$ cat config.mk
export PLATFORM = sky130hd
export DESIGN_NAME = rr_task_scheduler
export DESIGN_NICKNAME = d
export VERILOG_FILES = /design/src/rtl/rr_sched_pkg.sv /design/src/rtl/rr_quantum_timer.sv /design/src/rtl/rr_enq_slot.sv /design/src/rtl/rr_list_ctrl.sv /design/src/rtl/rr_task_scheduler.sv
export SDC_FILE = /design/constraint.sdc
export NUM_CORES = 1
export LEC_CHECK = 0
export BUFFER_PORTS_ARGS = -buffer_cell sky130_fd_sc_hd__buf_2
export CAP_MARGIN = 20
export CORE_MARGIN = 2
export CORE_UTILIZATION = 47
export DETAILED_ROUTE_END_ITERATION = 8
export GPL_ROUTABILITY_DRIVEN = 0
export PLACE_DENSITY = 0.72
export SYNTH_ARGS = -nofsm -noshare
export SYNTH_HDL_FRONTEND = slang
export SYNTH_SLANG_ARGS = --single-unit
$ cat constraint.sdc
create_clock -name clk -period 2.42 [get_ports clk]
set_input_delay 0.484 -clock clk [delete_from_list [all_inputs] [get_ports clk]]
set_output_delay 0.484 -clock clk [all_outputs]
set_load 0.01 [all_outputs]
$ cat src/rtl/rr_sched_pkg.sv
package rr_sched_pkg;

   typedef enum logic [2:0] {
      S_IDLE     = 3'd0,
      S_APP_NIL  = 3'd1,
      S_APP_LINK = 3'd2,
      S_POP_RD   = 3'd3,
      S_POP_WAIT = 3'd4
   } sched_state_e;

endpackage

$ cat src/rtl/rr_quantum_timer.sv
module rr_quantum_timer #(
   parameter int QUANTUM_TICKS = 4
) (
   input  logic clk,
   input  logic rst_n,
   input  logic tick,
   input  logic run,
   input  logic clr,
   output logic expired
);

   generate
      if (QUANTUM_TICKS < 1) begin : g_bad_quantum
         $error("QUANTUM_TICKS must be at least 1");
      end

      if (QUANTUM_TICKS == 1) begin : g_single
         logic hit;

         always_ff @(posedge clk) begin
            if (!rst_n)
               hit <= 1'b0;
            else if (clr)
               hit <= 1'b0;
            else if (run && tick)
               hit <= 1'b1;
         end

         assign expired = hit;

         AST_SINGLE_IDLE_HOLD: assert property (@(posedge clk) disable iff (!rst_n)
            (!run && !clr) |=> (hit == $past(hit)));
      end else begin : g_count
         localparam int CW = $clog2(QUANTUM_TICKS + 1);
         localparam logic [CW-1:0] LIMIT = CW'(QUANTUM_TICKS);
         logic [CW-1:0] cnt;

         always_ff @(posedge clk) begin
            if (!rst_n)
               cnt <= '0;
            else if (clr)
               cnt <= '0;
            else if (run && tick && cnt != LIMIT)
               cnt <= cnt + 1'b1;
         end

         assign expired = (cnt == LIMIT);

         AST_IDLE_NO_COUNT: assert property (@(posedge clk) disable iff (!rst_n)
            (!run && !clr) |=> $stable(cnt));
         AST_CLEAR_RESTARTS: assert property (@(posedge clk) disable iff (!rst_n)
            clr |=> (cnt <= CW'(1)));
      end
   endgenerate

endmodule

$ cat src/rtl/rr_enq_slot.sv
module rr_enq_slot #(
   parameter int ADDR_W = 6
) (
   input  logic              clk,
   input  logic              rst_n,
   input  logic              in_valid,
   input  logic [ADDR_W-1:0] in_id,
   output logic              in_ready,
   input  logic              take,
   output logic              slot_valid,
   output logic [ADDR_W-1:0] slot_id
);

   always_ff @(posedge clk) begin
      if (!rst_n) begin
         slot_valid <= 1'b0;
         slot_id    <= '0;
      end else if (take) begin
         slot_valid <= 1'b0;
      end else if (in_valid && !slot_valid) begin
         slot_valid <= 1'b1;
         slot_id    <= in_id;
      end
   end

   assign in_ready = !slot_valid;

   AST_SLOT_HOLD: assert property (@(posedge clk) disable iff (!rst_n)
      (slot_valid && !take) |=> (slot_valid && $stable(slot_id)));
   AST_TAKE_ONLY_FULL: assert property (@(posedge clk) disable iff (!rst_n)
      take |-> slot_valid);

endmodule

$ cat src/rtl/rr_list_ctrl.sv
module rr_list_ctrl
   import rr_sched_pkg::*;
#(
   parameter int ADDR_W = 6
) (
   input  logic              clk,
   input  logic              rst_n,
   input  logic              drop_req,
   input  logic              expired,
   input  logic              slot_valid,
   input  logic [ADDR_W-1:0] slot_id,
   output logic              timer_clr,
   output logic              slot_take,
   output logic              mem_req,
   output logic              mem_we,
   output logic [ADDR_W-1:0] mem_addr,
   output logic [ADDR_W-1:0] mem_wdata,
   input  logic [ADDR_W-1:0] mem_rdata,
   output logic              run_valid,
   output logic [ADDR_W-1:0] run_id,
   output logic [ADDR_W-1:0] head_ptr,
   output logic [ADDR_W-1:0] tail_ptr,
   output logic              ctrl_idle
);

   localparam logic [ADDR_W-1:0] NIL = {ADDR_W{1'b1}};

   sched_state_e      st;
   logic [ADDR_W-1:0] head, tail, cur, app;
   logic              cur_v, pop_after;
   logic              empty;

   assign empty = (head == NIL);

   always_ff @(posedge clk) begin
      if (!rst_n) begin
         st        <= S_IDLE;
         head      <= NIL;
         tail      <= NIL;
         cur       <= '0;
         cur_v     <= 1'b0;
         app       <= '0;
         pop_after <= 1'b0;
      end else begin
         case (st)
            S_IDLE: begin
               if (cur_v && drop_req) begin
                  cur_v <= 1'b0;
                  if (!empty) st <= S_POP_RD;
               end else if (cur_v && expired) begin
                  if (!empty) begin
                     app       <= cur;
                     cur_v     <= 1'b0;
                     pop_after <= 1'b1;
                     st        <= S_APP_NIL;
                  end
               end else if (slot_valid) begin
                  app       <= slot_id;
                  pop_after <= 1'b0;
                  st        <= S_APP_NIL;
               end else if (!cur_v && !empty) begin
                  st <= S_POP_RD;
               end
            end
            S_APP_NIL: begin
               if (tail == NIL) begin
                  head <= app;
                  tail <= app;
                  st   <= pop_after ? S_POP_RD : S_IDLE;
               end else begin
                  st <= S_APP_LINK;
               end
            end
            S_APP_LINK: begin
               tail <= app;
               st   <= pop_after ? S_POP_RD : S_IDLE;
            end
            S_POP_RD: begin
               st <= S_POP_WAIT;
            end
            S_POP_WAIT: begin
               cur       <= head;
               cur_v     <= 1'b1;
               head      <= mem_rdata;
               pop_after <= 1'b0;
               if (mem_rdata == NIL) tail <= NIL;
               st <= S_IDLE;
            end
            default: st <= S_IDLE;
         endcase
      end
   end

   always_comb begin
      mem_req   = 1'b0;
      mem_we    = 1'b0;
      mem_addr  = app;
      mem_wdata = NIL;
      case (st)
         S_APP_NIL: begin
            mem_req   = 1'b1;
            mem_we    = 1'b1;
            mem_addr  = app;
            mem_wdata = NIL;
         end
         S_APP_LINK: begin
            mem_req   = 1'b1;
            mem_we    = 1'b1;
            mem_addr  = tail;
            mem_wdata = app;
         end
         S_POP_RD: begin
            mem_req  = 1'b1;
            mem_addr = head;
         end
         default: ;
      endcase
   end

   assign timer_clr = (st == S_POP_WAIT) ||
                      ((st == S_IDLE) && cur_v && (drop_req || expired));
   assign slot_take = !pop_after &&
                      (((st == S_APP_NIL) && (tail == NIL)) || (st == S_APP_LINK));
   assign run_valid = cur_v;
   assign run_id    = cur;
   assign head_ptr  = head;
   assign tail_ptr  = tail;
   assign ctrl_idle = (st == S_IDLE);

   AST_EMPTY_PAIR: assert property (@(posedge clk) disable iff (!rst_n)
      ((head_ptr == NIL) == (tail_ptr == NIL)));
   AST_LINK_TAIL: assert property (@(posedge clk) disable iff (!rst_n)
      (st == S_APP_LINK) |=> (tail_ptr == $past(mem_wdata)));
   AST_POP_FRONT: assert property (@(posedge clk) disable iff (!rst_n)
      (st == S_POP_WAIT) |=> (run_valid && run_id == $past(head_ptr)));
   AST_KEEP_ON_EMPTY: assert property (@(posedge clk) disable iff (!rst_n)
      ((st == S_IDLE) && run_valid && !drop_req && expired && (head_ptr == NIL))
      |=> (run_valid && $stable(run_id) && !mem_we));
   AST_BLOCK_DROP: assert property (@(posedge clk) disable iff (!rst_n)
      ((st == S_IDLE) && run_valid && drop_req) |=> !run_valid);
   AST_DROP_IDLE_NOP: assert property (@(posedge clk) disable iff (!rst_n)
      ((st == S_IDLE) && !run_valid && drop_req && !slot_valid && (head_ptr == NIL))
      |=> (!run_valid && $stable(head_ptr) && $stable(tail_ptr)));

endmodule

$ cat src/rtl/rr_task_scheduler.sv
module rr_task_scheduler #(
   parameter int ADDR_W        = 6,
   parameter int QUANTUM_TICKS = 4
) (
   input  logic              clk,
   input  logic              rst_n,
   input  logic              tick,
   input  logic              enq_valid,
   input  logic [ADDR_W-1:0] enq_id,
   output logic              enq_ready,
   input  logic              block_req,
   input  logic              term_req,
   output logic              mem_req,
   output logic              mem_we,
   output logic [ADDR_W-1:0] mem_addr,
   output logic [ADDR_W-1:0] mem_wdata,
   input  logic [ADDR_W-1:0] mem_rdata,
   output logic              run_valid,
   output logic [ADDR_W-1:0] run_id,
   output logic [ADDR_W-1:0] head_ptr,
   output logic [ADDR_W-1:0] tail_ptr,
   output logic              busy
);

   localparam logic [ADDR_W-1:0] NIL = {ADDR_W{1'b1}};

   generate
      if (ADDR_W < 2) begin : g_bad_width
         $error("ADDR_W must be at least 2");
      end
   endgenerate

   logic              expired, timer_clr, slot_take, slot_valid, ctrl_idle;
   logic [ADDR_W-1:0] slot_id;

   rr_quantum_timer #(.QUANTUM_TICKS(QUANTUM_TICKS)) i_timer (
      .clk     (clk),
      .rst_n   (rst_n),
      .tick    (tick),
      .run     (run_valid),
      .clr     (timer_clr),
      .expired (expired)
   );

   rr_enq_slot #(.ADDR_W(ADDR_W)) i_slot (
      .clk        (clk),
      .rst_n      (rst_n),
      .in_valid   (enq_valid),
      .in_id      (enq_id),
      .in_ready   (enq_ready),
      .take       (slot_take),
      .slot_valid (slot_valid),
      .slot_id    (slot_id)
   );

   rr_list_ctrl #(.ADDR_W(ADDR_W)) i_ctrl (
      .clk        (clk),
      .rst_n      (rst_n),
      .drop_req   (block_req || term_req),
      .expired    (expired),
      .slot_valid (slot_valid),
      .slot_id    (slot_id),
      .timer_clr  (timer_clr),
      .slot_take  (slot_take),
      .mem_req    (mem_req),
      .mem_we     (mem_we),
      .mem_addr   (mem_addr),
      .mem_wdata  (mem_wdata),
      .mem_rdata  (mem_rdata),
      .run_valid  (run_valid),
      .run_id     (run_id),
      .head_ptr   (head_ptr),
      .tail_ptr   (tail_ptr),
      .ctrl_idle  (ctrl_idle)
   );

   assign busy = !ctrl_idle || slot_valid || (run_valid && expired) ||
                 (!run_valid && head_ptr != NIL);

   AST_WRITE_IS_ACCESS: assert property (@(posedge clk) disable iff (!rst_n)
      mem_we |-> mem_req);
   AST_NO_NULL_WRITE_ADDR: assert property (@(posedge clk) disable iff (!rst_n)
      mem_req |-> (mem_addr != NIL));

endmodule

Word-level counts from Yosys, hierarchy flattened
Index checks and enable logic that the tools add are counted.
{ "word_totals": {"ff_bits": 39, "in_bits": 18, "out_inout_bits": 35, "word_cells": 102} }
{ "classes": {"add_sub_neg": 1, "n_eq_ne": 20, "mux": 29, "bitwise": 3, "n_reduce_logical": 39} }
{ "ops": {"columns": ["op", "count"], "rows": [
  ["$mux 6", 6],
  ["$pmux 6 s2", 2],
  ["$mux 3", 7],
  ["$eq 6x6->1 const B", 3],
  ["$pmux 6 s3", 1],
  ["$ne 3x3->1 const B", 4],
  ["$pmux 3 s4", 1],
  ["$logic_and 1x1->1", 11],
  ["$mux 1", 9],
  ["$reduce_and 3->1", 3],
  ["$reduce_and 4->1", 2],
  ["$logic_or 1x1->1", 7],
  ["$eq 3x2->1 const B", 2],
  ["$eq 3x3->1 const B", 2],
  ["$ne 3x1->1 const B", 2],
  ["$ne 6x6->1 const B", 1],
  ["$reduce_bool 2->1", 3],
  ["$reduce_or 2->1", 3],
  ["$logic_not 1->1", 5],
  ["$ne 5x1->1 const B", 1],
  ["$ne 2x1->1 const B", 2],
  ["$ne 2x2->1 const B", 2],
  ["$pmux 1 s2", 2],
  ["$reduce_and 2->1", 2],
  ["7 further kinds", 9]
]} }

Depth between registers and ports, before layout
Gate-level depths: netlist (run 1).
{ "depth": {"ltp_word": 8, "ltp_mapped": 7, "ltp_nobuf": 6} }

Modules after synthesis
A second synthesis (run 1) with hierarchy kept.
{ "unflattened": {"hier_cells": 246, "hier_area_um2": 2125.8} }
{ "by_module_without_submodules": {"columns": ["mod", "n_inst", "cells_per_inst", "area_per_inst_um2", "seq_area_each_um2"], "rows": [
  ["rr_list_ctrl", 1, 190, 1627.8, 580.6],
  ["rr_enq_slot", 1, 30, 284.0, 140.1],
  ["rr_quantum_timer", 1, 20, 176.4, 60.1],
  ["rr_task_scheduler", 1, 6, 37.5, 0.0]
]} }

Least setup slack after synthesis (run 1)
No wires, ideal clock.
{ "synth_timing": {"kind": "reg-to-output", "from": "register i_ctrl.st[0]", "to": "output port busy", "t_arrival_ns": 1.176, "required_ns": 1.936, "path_slack_ns": 0.760, "path_stages_with_launch": 5, "n_path_buf": 1, "path_cell_list": "dfxtp_1 -> buf_2 -> or2_2 -> nor4_1 -> o21ai_0"} }
{ "synth_via": {"elab_chain_len": 5} }
{ "synth_rtl": {"columns": ["item", "line_no", "text"], "rows": [
  ["start, declared", "rr_list_ctrl.sv:28", "sched_state_e st;"],
  ["start signal, assigned", "rr_list_ctrl.sv:69", "st <= pop_after ? S_POP_RD : S_IDLE;"],
  ["start signal, assigned", "rr_list_ctrl.sv:76", "st <= pop_after ? S_POP_RD : S_IDLE;"],
  ["$logic_not 3->1", "rr_list_ctrl.sv:128", "assign ctrl_idle = (st == S_IDLE);"],
  ["$logic_not 1->1", "rr_task_scheduler.sv:77", "assign busy = !ctrl_idle || slot_valid || (run_valid && expired) ||"],
  ["$logic_or 1x1->1 (3 in a row)", "rr_task_scheduler.sv:77", null],
  ["end, declared", "rr_task_scheduler.sv:22", "output logic busy"]
]} }
No other way between the ends.

Final worst setup path (run 1)
{ "layout_timing": {"from": "register i_ctrl.st[1]", "to": "output port mem_wdata[4]"} }
{ "layout_via": {"elab_chain_len": 2} }
{ "layout_rtl": {"columns": ["item", "line_no", "text"], "rows": [
  ["$eq 3x2->1", "rr_list_ctrl.sv:99", "case (st)"],
  ["$mux 6", "rr_list_ctrl.sv:99", null],
  ["end, declared", "rr_task_scheduler.sv:16", "output logic [ADDR_W-1:0] mem_wdata,"]
]} }
No other way between the ends.

==> impl_metrics.json, run 1 <==
{
  "synth.distinct_cells": 45,
  "fin_skew_ps": 4.79,
  "start_kind": "register",
  "core_mm2": 0.00438,
  "hold_viol_final": 0,
  "track_usage_pct": 22.7,
  "path_class": "register to output port",
  "syn2layout_area_growth_pct": 16.7,
  "finalCriticalPeriod_ps": 2130,
  "wirelength_um": 5550,
  "htreeDepth": 2,
  "cp_num_cells": 3,
  "grt_overflow_total": 0,
  "crit_path_start": "i_ctrl.st[1]",
  "cts_setup_buffers": 0,
  "clock_path_buffers": 2,
  "fillers": 402,
  "hpwl_um": 4060,
  "drv_cap": 0,
  "cp.arrival_ps": 1650,
  "fin_setup_tns_ps": 0,
  "grt_pass1_wl_um": 9250,
  "synthCells": 257,
  "grt_max_degree": 25,
  "hold_ws_ps": 470,
  "status": "complete, no violations",
  "ir_drop_uv": 459,
  "antenna_found_initial": 0,
  "cp_num_buf_inv": 1,
  "tightest_slew_ps": 747,
  "final_antenna_net_count": 0,
  "hold_path_class": "register to register",
  "vias": 2019,
  "port_buffers": 52,
  "firstDrtPassIters": 4,
  "layout_common_cells": "buf_2, nand2_1, dfxtp_1, mux2i_1, nor3_1",
  "fmax_mhz": 469,
  "dieArea_mm2": 0.00514,
  "wire_per_inst_um": 15.6,
  "die_h_um": 71.7,
  "finalSetupViolCount": 0,
  "grt_pass1_vias": 1949,
  "n_antenna_cell": 0,
  "cp_slowest_cell": "dfxtp_1",
  "ys_seq_elements": 39,
  "die_x_um": 71.7,
  "synthFlopType": "dfxtp_1",
  "synth_nets": 277,
  "maxSlewViolCount": 0,
  "avgSynthCellArea_um2": 8.39,
  "total_power_mw": 2.65,
  "yosys_warnings": 0,
  "num_rows": 24,
  "top_level_ports": 53,
  "maxSlewHeadroom_pct": 50.2,
  "worstPathCellList": "nand2b_2, or3_1, buf_2",
  "worstRegToRegCells": 4,
  "power_density_mw_per_mm2": 1050,
  "cts_resized": 0,
  "routed_via_density": 5.67,
  "yosysTopAreaCell": "dfxtp_1",
  "r2r_slack_ps": 580,
  "initial_utilization_pct": 49.2,
  "syn-cell-area_mm2": 0.00216,
  "register_area_um2": 781,
  "reg2reg_to": "i_ctrl.tail_ptr[0]",
  "clock_sink_count": 39,
  "cts_hold_buf": 0,
  "cts_buffers": 5,
  "cp-end-kind": "output port",
  "cp_slowest_stage_delay_ps": 570,
  "cp_max_fo": 19,
  "crit_required_ps": 1940,
  "power.leakage_nw": 1.04,
  "synth_edf_count": 0,
  "cts_tree": "done",
  "post-route-drc-count": 0,
  "root_buffer": "clkbuf_8",
  "cp_top_family": "simple AND/OR/NAND/NOR gates",
  "r2r-start": "i_ctrl.st[2]",
  "rsz0062_at_grt": "no",
  "ys_async_sr_fraction_pct": 0,
  "multi_input_area_mm2": 0.00127,
  "crit_end": "mem_wdata[4]",
  "yosysTopAreaCellShare_pct": 36.2,
  "finalCritPeriodShare_pct": 88.1,
  "final_common_cell": "buf_2",
  "clk_latency_ps": 290,
  "nets": 323,
  "clk_pin_slew_worst_paths_ps": 80,
  "drive_gt1_share_pct": 27.0,
  "worstHoldStart": "i_slot.slot_id[1]",
  "synthTopCellsByArea": "dfxtp_1, mux2i_1, nand2_1, nor3_1, a21oi_1",
  "yosysSeqAreaShare_pct": 36.2,
  "drt_iter0_drc": 128
}
## synth_stat cells, drive strengths merged, types with 2 or more instances
library cell / number
nand2b: 4
nand4b: 2
nand3: 8
nand2: 41
or3: 7
o211ai: 7
o21ai: 12
a31oi: 7
mux2i: 25
ha: 2
mux2: 6
nor2: 14
a21oi: 17
nor2b: 4
nor3: 17
nand4: 4
dfxtp: 39
and3: 2
inv: 5
buf: 11
or2: 2
o21a: 2
clkbuf: 7
## cell type report
type	instances	area share, %
clock inverters	1	0.199
clock buffers	7	3.03
flip-flops and latches	39	31.0
inverters	5	0.746
repair buffers	57	11.8
well taps	52	2.59
multi-input cells	195	50.5
## per-stage QoR
step           std cells  setup WS (ps)  util [%]  instance area, um2
2_1_floorplan        257            760         -                2160
3_3_place_gp         348            499      55.5                2430
3_5_place_dp         348            385      55.5                2430
4_1_cts              356            133      57.3                2510
5_1_grt              356            160      57.4                2510
6_report             356            287      57.4                2510
## cells by family (layout without fill, tap and decap cells)
family	count (synthesis)	in the layout	share of synthesized area, %
adders and majority gates	2	2	1.16
and+or+nand+nor	108	108	25.8
xor gates and xnor gates	2	2	0.813
muxes	31	31	14.7
DFF	39	39	36.2
buffers and inverters	23	70	4.93
AOI/OAI and AO/OA	52	52	16.3
## state kept, by name, indices dropped and copies added, names as in the netlist
register	count
i_ctrl.pop_after	1
i_slot.slot_valid	1
i_ctrl.app	6
i_ctrl.st	3
i_ctrl.run_valid	1
i_ctrl.tail_ptr	6
i_ctrl.run_id	6
i_timer.g_count.cnt	3
i_ctrl.head_ptr	6
i_slot.slot_id	6
## metal layers
| layer | up-vias | GRT usage, % | share of wire (%) |
|---|---|---|---|
| li1 | 1008 | - | - |
| met1 | 952 | 30.0 | 45 |
| met2 | 53 | 37.3 | 49 |
| met3 | 6 | 5.77 | 5.1 |
| met4 | 0 | 5.66 | 0.72 |
| met5 | - | 0 | 0 |
## where the power goes
part / leakage [nW] / internal [mW] / switching, mW / total (mW)
Sequential: 0.318 / 0.778 / 0.194 / 0.972
Combinational: 0.683 / 0.554 / 0.699 / 1.25
Clock: 0.0422 / 0.202 / 0.224 / 0.426
## worst min path at each step
| stage | end | slack (ps) | cells after the start |
|---|---|---|---|
| final | i_slot.slot_id[1] | 470 | 2 |
| after global routing | i_slot.slot_valid | 470 | 2 |
| after CTS | i_slot.slot_valid | 470 | 2 |
| after detailed placement | i_slot.slot_id[1] | 460 | 2 |
| after global placement | i_slot.slot_id[1] | 460 | 2 |
| after floorplan | i_slot.slot_id[0] | 440 | 2 |
## worst reg2reg max path, stage by stage, from the launching register on
cell and delay, ps:
dfxtp_1 550, nand2b_2 380, o21ai_0 170, a21oi_2 420
mux2i_1 250
Power figures use the tool's default switching activity.
==> run 2: changes to the inputs <==
--- a/config.mk
+++ b/config.mk
@@ -12,6 +12,7 @@
 export DETAILED_ROUTE_END_ITERATION = 8
 export GPL_ROUTABILITY_DRIVEN = 0
 export PLACE_DENSITY = 0.72
+export SETUP_SLACK_MARGIN = 0.4
 export SYNTH_ARGS = -nofsm -noshare
 export SYNTH_HDL_FRONTEND = slang
 export SYNTH_SLANG_ARGS = --single-unit
==> run 2 against run 1 <==
Clock skew down 1.3 ps. Hold slack better by 1.9 ps. Register-to-register slack better by 130 ps. Maximum frequency up 8.8%. Combinational power about the same. First-iteration DRC count up 16%. Via count up 0.69%. Sequential share of layout area about the same. Sequential power up 1%. Clock power about the same. Core utilization up 0.63 points.
==> impl_metrics.json, run 2 (synthesized netlist as in run 1, its figures left out) <==
{
  "status": "complete, no violations",
  "power.leakage_nw": 1.05,
  "placed_area_mm2": 0.00243,
  "cts_resized": 8,
  "finalCriticalPeriod_ps": 1960,
  "grt_pass1_wl_um": 9270,
  "cp_num_buf_inv": 1,
  "cts_hold_buf": 0,
  "wire_per_inst_um": 15.8,
  "drt_iter0_drc": 149,
  "htreeDepth": 2,
  "routed_via_density": 5.71,
  "fin_skew_ps": 3.48,
  "grt_overflow_total": 0,
  "cp_top_family": "simple AND/OR/NAND/NOR gates",
  "wirelength_um": 5620,
  "rsz0062_at_grt": "yes",
  "fin_util_pct": 58.0,
  "cp_slowest_stage_delay_ps": 400,
  "clock_sink_count": 39,
  "grt_pass1_vias": 1951,
  "vias": 2033,
  "firstDrtPassIters": 4,
  "cts_setup_buffers": 0,
  "worstPathCellList": "or2_2, nor4_2, o21ai_1, buf_2",
  "cp.arrival_ps": 1480,
  "layout_common_cells": "buf_2, nand2_1, dfxtp_1, mux2i_1, nor3_1",
  "cp-end-kind": "output port",
  "root_buffer": "clkbuf_8",
  "hold_path_class": "input port to register",
  "hold_viol_final": 0,
  "maxSlewViolCount": 0,
  "post-route-drc-count": 0,
  "finalCritPeriodShare_pct": 81.0,
  "grt_max_degree": 25,
  "dieArea_mm2": 0.00514,
  "path_class": "register to output port",
  "die_x_um": 71.7,
  "final_common_cell": "buf_2",
  "tightest_slew_ps": 729,
  "syn2layout_area_growth_pct": 17.9,
  "crit_required_ps": 1940,
  "cts_tree": "done",
  "drv_cap": 0,
  "fmax_mhz": 510,
  "fin_setup_tns_ps": 0,
  "maxSlewHeadroom_pct": 51.3,
  "design_area_mm2": 0.00254,
  "num_rows": 24,
  "clk_latency_ps": 290,
  "port_buffers": 52,
  "clock_path_buffers": 2,
  "cp_max_fo": 12,
  "hold_ws_ps": 472,
  "initial_utilization_pct": 49.2,
  "clk_pin_slew_worst_paths_ps": 70,
  "top_level_ports": 53,
  "finalSetupViolCount": 0,
  "cts_buffers": 5,
  "cp_slowest_cell": "dfxtp_2",
  "antenna_found_initial": 0,
  "start_kind": "register",
  "die_h_um": 71.7,
  "power_density_mw_per_mm2": 1050,
  "core_mm2": 0.00438,
  "nets": 323,
  "drive_gt1_share_pct": 29.6,
  "hpwl_um": 4060,
  "track_usage_pct": 22.7,
  "final_antenna_net_count": 0,
  "ir_drop_uv": 462,
  "n_antenna_cell": 0
}
## run 2: routing by layer
| layer | track usage [%] | wire length [um] |
|---|---|---|
| met5 | 0 | 0 |
| met4 | 5.45 | 39 |
| met3 | 5.77 | 284 |
| met2 | 37.6 | 2790 |
| met1 | 29.9 | 2510 |
## run 2: area by class of cell
| cell class | instances | area, um2 |
|---|---|---|
| multi-input combinational | 195 | 1290 |
| sequential | 39 | 790 |
| inverter | 5 | 18.8 |
| clock inverter | 1 | 5.00 |
| timing repair buffer | 57 | 298 |
| tap | 52 | 65.1 |
| fill | 399 | 1840 |
| clock buffer | 7 | 76.3 |
## run 2: final timing paths
check | slack, ps | startpoint | cells past startpoint | to
max | 460 | i_ctrl.st[1] | 4 | busy
max reg2reg | 710 | i_timer.g_count.cnt[0] | 6 | i_ctrl.app[3]
min | 470 | enq_id[2] | 3 | i_slot.slot_id[2]
min reg2reg | 470 | i_slot.slot_id[1] | 2 | i_slot.slot_id[1]
## run 2: metrics by stage
step | cells | setup WS (ps) | power (mW)
5_1_grt | 356 | 345 | 2.85
3_5_place_dp | 348 | 385 | 2.23
4_1_cts | 356 | 414 | 2.67
6_report | 356 | 460 | 2.67
2_1_floorplan | 257 | 760 | 1.83
3_3_place_gp | 348 | 499 | 2.21
## run 2: power breakdown
part           switching (mW)  internal [mW]  leakage [nW]
clock network           0.223          0.202        0.0422
logic                   0.698          0.562         0.683
registers               0.198          0.784         0.320
total                    1.12           1.55          1.05
## run 2: tightest hold or removal path, stage by stage
cell      delay, ps
buf_2            90
o211ai_1         80
a21oi_1          60
